===== config.mk =====
export PLATFORM = sky130hd
export DESIGN_NAME = nfc_frame_tx
export DESIGN_NICKNAME = d
export VERILOG_FILES = /design/src/rtl/nfc_tx_pkg.sv /design/src/rtl/nfc_tx_buf.sv /design/src/rtl/nfc_tx_crc.sv /design/src/rtl/nfc_tx_gate.sv /design/src/rtl/nfc_frame_tx.sv
export SDC_FILE = /design/constraint.sdc
export NUM_CORES = 2
export LEC_CHECK = 0
export CORE_ASPECT_RATIO = 2
export CORE_MARGIN = 5
export CORE_UTILIZATION = 50
export CTS_CLUSTER_SIZE = 24
export DETAILED_ROUTE_END_ITERATION = 10
export PLACE_DENSITY = 0.7
export SYNTH_ARGS = -nofsm -noshare
export SYNTH_HDL_FRONTEND = slang
export SYNTH_HIERARCHICAL = 1
export SYNTH_SLANG_ARGS = --single-unit

===== constraint.sdc =====
create_clock -name clk -period 3.75 [get_ports clk]
set_input_delay 0.375 -clock clk [delete_from_list [all_inputs] [get_ports clk]]
set_output_delay 0.375 -clock clk [all_outputs]
set_load 0.005 [all_outputs]

===== src/rtl/nfc_tx_pkg.sv =====
package nfc_tx_pkg;

  typedef enum logic [1:0] {ST_IDLE, ST_WAIT, ST_SEND, ST_DRAIN} tx_state_t;

  typedef enum logic [2:0] {
    PH_PRE, PH_SYNC0, PH_SYNC1, PH_PAY, PH_CRCH, PH_CRCL, PH_POST
  } tx_phase_t;

  localparam logic [7:0]  SYNC_FIRST  = 8'hB2;
  localparam logic [7:0]  SYNC_SECOND = 8'h4D;
  localparam logic [15:0] CRC_POLY    = 16'h1021;

  // One byte of CRC-16, MSB first, unrolled over eight bit steps.
  function automatic logic [15:0] crc_byte(input logic [15:0] c, input logic [7:0] d);
    logic [15:0] r;
    r = c ^ {d, 8'h00};
    for (int i = 0; i < 8; i++) begin
      r = r[15] ? ((r << 1) ^ CRC_POLY) : (r << 1);
    end
    return r;
  endfunction

  // Chip k (0..15) of a byte: bit 7-k/2, inverted on the second half.
  function automatic logic chip_of(input logic [7:0] b, input logic [3:0] k);
    return b[3'd7 - k[3:1]] ^ k[0];
  endfunction

endpackage


===== src/rtl/nfc_tx_buf.sv =====
module nfc_tx_buf #(
  parameter int DEPTH = 256,
  parameter int AW    = $clog2(DEPTH)
) (
  input  logic          clk,
  input  logic          we,
  input  logic [AW-1:0] waddr,
  input  logic [7:0]    wdata,
  input  logic [AW-1:0] raddr,
  output logic [7:0]    rdata
);
  logic [7:0] mem [0:DEPTH-1];

  always_ff @(posedge clk) begin
    if (we) mem[waddr] <= wdata;
    rdata <= mem[raddr];
  end
endmodule


===== src/rtl/nfc_tx_crc.sv =====
module nfc_tx_crc
  import nfc_tx_pkg::*;
(
  input  logic        clk,
  input  logic        rst,
  input  logic        clear,
  input  logic        upd,
  input  logic [7:0]  din,
  output logic [15:0] crc
);
  always_ff @(posedge clk) begin
    if (rst || clear) crc <= '0;
    else if (upd)     crc <= crc_byte(crc, din);
  end

  // the running CRC moves only on a payload byte or a clear
  a_r4_crc_hold: assert property (@(posedge clk) disable iff (rst)
    (!clear && !upd) |=> $stable(crc));
endmodule


===== src/rtl/nfc_tx_gate.sv =====
module nfc_tx_gate #(
  parameter int TICK_W = 32
) (
  input  logic              clk,
  input  logic              rst,
  input  logic              arm,
  input  logic [TICK_W-1:0] wait_in,
  input  logic [TICK_W-1:0] now_tick,
  output logic              release_go
);
  logic              armed;
  logic [TICK_W-1:0] wait_q;

  assign release_go = armed && ((wait_q == '0) || (now_tick >= wait_q));

  always_ff @(posedge clk) begin
    if (rst) begin
      armed  <= 1'b0;
      wait_q <= '0;
    end else if (arm) begin
      armed  <= 1'b1;
      wait_q <= wait_in;
    end else if (release_go) begin
      armed  <= 1'b0;
    end
  end

  // one release per accepted start
  a_r7_one_release: assert property (@(posedge clk) disable iff (rst)
    release_go |=> !release_go);
endmodule


===== src/rtl/nfc_frame_tx.sv =====
module nfc_frame_tx
  import nfc_tx_pkg::*;
#(
  parameter int DEPTH      = 256,
  parameter int TICK_W     = 32,
  parameter int PRE_BYTES  = 6,
  parameter int POST_BYTES = 2,
  localparam int AW        = $clog2(DEPTH)
) (
  input  logic              clk,
  input  logic              rst,
  input  logic              buf_we,
  input  logic [AW-1:0]     buf_addr,
  input  logic [7:0]        buf_wdata,
  input  logic              start,
  input  logic [TICK_W-1:0] wait_time,
  input  logic [TICK_W-1:0] now_tick,
  input  logic              bit_en,
  output logic              chip_out,
  output logic              busy,
  output logic              done
);
  localparam logic [7:0] PRE_LAST  = 8'(PRE_BYTES - 1);
  localparam logic [7:0] POST_LAST = 8'(POST_BYTES - 1);

  tx_state_t     state;
  tx_phase_t     phase;
  logic [7:0]    cur_byte, cnt, len_q, mem_q;
  logic [3:0]    chip_k;
  logic [AW-1:0] rd_idx;
  logic [15:0]   crc;
  logic          release_go, accept, step, byte_end, pay_load;

  assign accept   = (state == ST_IDLE) && start;
  assign step     = (state == ST_SEND) && bit_en;
  assign byte_end = step && (chip_k == 4'd15);
  assign pay_load = byte_end &&
                    ((phase == PH_SYNC1) || ((phase == PH_PAY) && (cnt != len_q)));

  nfc_tx_buf #(.DEPTH(DEPTH), .AW(AW)) buf_i (
    .clk(clk), .we(buf_we), .waddr(buf_addr), .wdata(buf_wdata),
    .raddr(rd_idx), .rdata(mem_q)
  );

  nfc_tx_crc crc_i (
    .clk(clk), .rst(rst), .clear(release_go), .upd(pay_load),
    .din(mem_q), .crc(crc)
  );

  nfc_tx_gate #(.TICK_W(TICK_W)) gate_i (
    .clk(clk), .rst(rst), .arm(accept), .wait_in(wait_time),
    .now_tick(now_tick), .release_go(release_go)
  );

  always_ff @(posedge clk) begin
    if (rst) begin
      state    <= ST_IDLE;
      phase    <= PH_PRE;
      cur_byte <= '0;
      cnt      <= '0;
      len_q    <= '0;
      chip_k   <= '0;
      rd_idx   <= '0;
      chip_out <= 1'b0;
      busy     <= 1'b0;
      done     <= 1'b0;
    end else begin
      done <= 1'b0;
      unique case (state)
        ST_IDLE: if (start) begin
          state <= ST_WAIT;
          busy  <= 1'b1;
        end
        ST_WAIT: if (release_go) begin
          state    <= ST_SEND;
          phase    <= PH_PRE;
          cur_byte <= 8'h00;
          cnt      <= '0;
          chip_k   <= '0;
          rd_idx   <= '0;
        end
        ST_SEND: if (bit_en) begin
          chip_out <= chip_of(cur_byte, chip_k);
          chip_k   <= chip_k + 4'd1;
          if (chip_k == 4'd15) begin
            unique case (phase)
              PH_PRE: begin
                if (cnt == PRE_LAST) begin
                  phase    <= PH_SYNC0;
                  cur_byte <= SYNC_FIRST;
                end else begin
                  cnt      <= cnt + 8'd1;
                  cur_byte <= 8'h00;
                end
              end
              PH_SYNC0: begin
                phase    <= PH_SYNC1;
                cur_byte <= SYNC_SECOND;
              end
              PH_SYNC1: begin
                phase    <= PH_PAY;
                cur_byte <= mem_q;
                len_q    <= (mem_q == 8'h00) ? 8'd1 : mem_q;
                cnt      <= 8'd1;
                rd_idx   <= rd_idx + 1'b1;
              end
              PH_PAY: begin
                if (cnt == len_q) begin
                  phase    <= PH_CRCH;
                  cur_byte <= crc[15:8];
                end else begin
                  cur_byte <= mem_q;
                  cnt      <= cnt + 8'd1;
                  rd_idx   <= rd_idx + 1'b1;
                end
              end
              PH_CRCH: begin
                phase    <= PH_CRCL;
                cur_byte <= crc[7:0];
              end
              PH_CRCL: begin
                phase    <= PH_POST;
                cur_byte <= 8'h00;
                cnt      <= '0;
              end
              default: begin
                if (cnt == POST_LAST) begin
                  state <= ST_DRAIN;
                end else begin
                  cnt      <= cnt + 8'd1;
                  cur_byte <= 8'h00;
                end
              end
            endcase
          end
        end
        default: if (bit_en) begin
          state    <= ST_IDLE;
          busy     <= 1'b0;
          done     <= 1'b1;
          chip_out <= 1'b0;
        end
      endcase
    end
  end

  // busy only rises after a start request
  a_r8_rise_on_start: assert property (@(posedge clk) disable iff (rst)
    $rose(busy) |-> $past(start));

  // done is a single-cycle pulse and coincides with the end of busy
  a_r9_single_done: assert property (@(posedge clk) disable iff (rst)
    done |=> !done);
  a_r9_done_idle: assert property (@(posedge clk) disable iff (rst)
    done |-> !busy);

  // chips hold between enables
  a_r5_hold_chip: assert property (@(posedge clk) disable iff (rst)
    !bit_en |=> $stable(chip_out));

  // payload count stays inside the captured length
  a_r3_pay_bound: assert property (@(posedge clk) disable iff (rst)
    (state == ST_SEND && phase == PH_PAY) |-> (cnt != 8'd0 && cnt <= len_q));

  // the line is quiet while waiting for release
  a_r7_quiet_wait: assert property (@(posedge clk) disable iff (rst)
    (state == ST_WAIT) |-> !chip_out);
endmodule


==> run_results.csv <==
group,metric,value,unit
cts,cts_tree,"built",
cts,clock-sinks,2149,
die,io_pins,88,
yosys,synthFlopType,"edfxtp_1",
yosys,async_reset_ff_frac,0,
global_routing,grt_max_degree,137,
final_layout,fin_util,0.568,
yosys,synth_top_area_share,0.720,
sta,slew_headroom,0.141,
sta,finalCritPeriodShare,0.955,
final_layout,drive_above_1_share,0.235,
die,coreArea,170000,µm²
worst_setup_path,slowest_delay,0.72,ns
detailed_routing,dr_wl_met3,12.1,mm
detailed_routing,wl_met1,70.4,mm
global_routing,antenna_found_initial,9,
detailed_routing,viasPerCell,6.15,
placement,port_buffers,87,
detailed_routing,via_count,44300,
outcome,run_status,"complete, no violations",
yosys,synthesis.area,85400,µm²
sta,max_slew.worst_pin.slew,1.29,ns
detailed_routing,wl_per_cell,30.1,µm
power_and_ir_drop,vdd_drop_max,0.314,mV
power_and_ir_drop,p_leak,0.0296,µW
sta,max_freq,0.279,GHz
placement,dpl.hpwl,145,mm
cts,clk_latency,0.79,ns
die,die_w,302,µm
worst_setup_path,worstSetupPathType,"flop to flop",
yosys,yosysMostFrequentCell,"edfxtp_1",
detailed_routing,highest_layer,"met5",
yosys,synthTopCellsByCount,"edfxtp_1, mux4_2, nor2_1",
cts,clk_path_buf_depth,4,
die,start_util,0.503,
detailed_routing,drc,0,
global_routing,track_usage,0.242,
yosys,synth.distinct_cells,89,
sta,slew_viol_final,0,
die,rows,214,
sta,finalClockSkew,0.0377,ns
worst_setup_path,path_max_fanout,46,
power_and_ir_drop,finalPower,46400,µW
sta,rsz0062_at_grt,"false",
detailed_routing,first_iter_violations,4116,
cts,clk_pin_slew,0.07,ns
yosys,ys_ff_latch,2149,
global_routing,grt_overflow,0,
power_and_ir_drop,p_per_area,480,nW/µm²
sta,fin_ws,0.168,ns
worst_setup_path,worst_setup_path_start_kind,"flop",
worst_setup_path,worstPathRequired,4.41,ns
yosys,synth_nets,4525,
yosys,syn_area_per_cell,19.4,µm²
final_layout,layout.cells.non_filler,7201,
placement,place.gp.congestion,0.906,
worst_setup_path,crit_chain,"buf_12 > mux4_2 > a22o_1 > a221oi_2 > o32ai_2 > nor3_1 > buf_4 > nor4_2",
global_routing,grt_pass1_wl,317,mm
cts,htreeDepth,4,
die,dieArea,180000,µm²
yosys,synth_warnings,6,
cts,numCtsBuffers,177,
detailed_routing,wl_met2,118,mm
worst_setup_path,crit_slowest_cell,"dfxtp_4",
cts,cts_setup_buffers,0,
min_path,holdCritPathClass,"input pin to flop",
detailed_routing,finalWirelength,217,mm
final_layout,layout.nets,4919,
sta,setup_viol,0,
sta,hold_slack,0.127,ns
global_routing,first_global_vias,46700,
yosys,yosysTopAreaCell,"edfxtp_1",
cts,root_buffer,"clkbuf_16",
placement,dpl.cell_count,6883,
yosys,netlist_instances,4401,
detailed_routing,drtPass1Iterations,6,
yosys,ys_seq_area_frac,0.743,
yosys,synth-edff-count,2048,
final_layout,syn_to_final_growth,13.1,%
worst_setup_path,critPathCaptureType,"flop",
sta,hold_viol_final,0,
die,die_h,595,µm
yosys,netlist_top_cells_area,"edfxtp_1, mux4_2, dfxtp_1",
worst_setup_path,cp_data_arrival_time,4.25,ns
detailed_routing,ant_nets,0,
placement,place_ws,0.147,ns
sta,post-route-min-period,3.58,ns
job,maxCapViolCount,0,
[metal layers]
layer | vias to the layer above | global-route usage
met3 | 586 | 0.0319
li1 | 18900 | -
met1 | 23000 | 0.265
met5 | - | 0
met2 | 1787 | 0.440
met4 | 6 | 0.151
[kinds of logic (layout without fill, tap and decap cells)]
group                    after synthesis  after routing  synth area share
adder cells (fa/ha/maj)               39             39           0.00571
flip-flops                          2149           2149             0.743
AO/OA/AOI/OAI                        533            533            0.0432
AND/OR/NAND/NOR                      688            688            0.0382
buffers and inverters                311            836            0.0206
multiplexers                         645            645             0.143
XOR/XNOR                              36             36           0.00600
other                                  0              7                 0
[layout by cell type, fill, tap and decap left out, types with 35 or more instances in the layout]
cell	Yosys	routed
a21oi_1	133	133
clkbuf_16	0	180
nor2b_1	42	39
o21ai_0	36	36
buf_4	27	359
edfxtp_1	2048	2048
nand3_1	50	50
inv_1	42	42
mux2i_1	185	185
nor2_1	353	350
nand2_1	74	74
buf_12	8	35
clkinv_1	2	41
a22oi_1	133	133
clkdlybuf4s50_1	0	78
ha_1	39	39
o221ai_1	46	46
dfxtp_1	101	95
mux4_2	456	456
clkbuf_1	133	35
[timing repair]
action | CTS | global route
resized for setup | 0 | 0
hold endpoints to repair | 20 | 0
hold buffers | 1 | 0
[worst paths after layout]
kind / startpoint / end / slack [ns] / cells past startpoint
worst max register to register: rd_idx[1] / buf_i/rdata[6] / 0.17 / 8
worst max-delay path: rd_idx[1] / buf_i/rdata[6] / 0.17 / 8
worst min-delay path: buf_wdata[1] / buf_i/mem[180][1] / 0.13 / 1
worst min register to register: chip_out / chip_out / 0.51 / 2
[final cells by class]
cell class / instances / area, µm²
Clock buffer: 217 / 4660
Antenna cell: 7 / 17.5
Timing Repair Buffer: 482 / 4300
Fill cell: 12500 / 73400
Clock inverter: 93 / 848
Sequential cell: 2149 / 63500
Inverter: 44 / 165
Multi-Input combinational cell: 1941 / 20300
Tap cell: 2268 / 2840
[worst max-delay path, delay by kind of cell, from the launching register on]
kind,cells,cell delay (ns)
buffers and inverters,2,0.61
AND/OR/NAND/NOR,2,0.71
flip-flops,1,0.72
AO/OA/AOI/OAI,3,0.98
multiplexers,1,0.35
[state kept, by name (all words and copies together), names as in the netlist]
signal and count:
buf_i/mem 2048, buf_i/rdata 8, busy 1, chip_k 4, chip_out 1, cnt 8, crc_i/crc 16, cur_byte 8
done 1, gate_i/armed 1, gate_i/wait_q 32, len_q 8, phase 3, rd_idx 8, state 2
[report_power, final]
| part | total (µW) | internal (µW) | switching [µW] |
|---|---|---|---|
| Clock | 18300 | 9940 | 8310 |
| Combinational | 1660 | 519 | 1140 |
| Sequential | 26500 | 26400 | 89.9 |
[stage by stage]
stage,setup TNS [ns],instance area (µm²)
2_1_floorplan,0,85400
3_3_place_gp,-0.377,91100
3_5_place_dp,0,91100
4_1_cts,0,96600
5_1_grt,0,96600
6_report,0,96600
No activity file was read; power rests on OpenSTA's default activity.
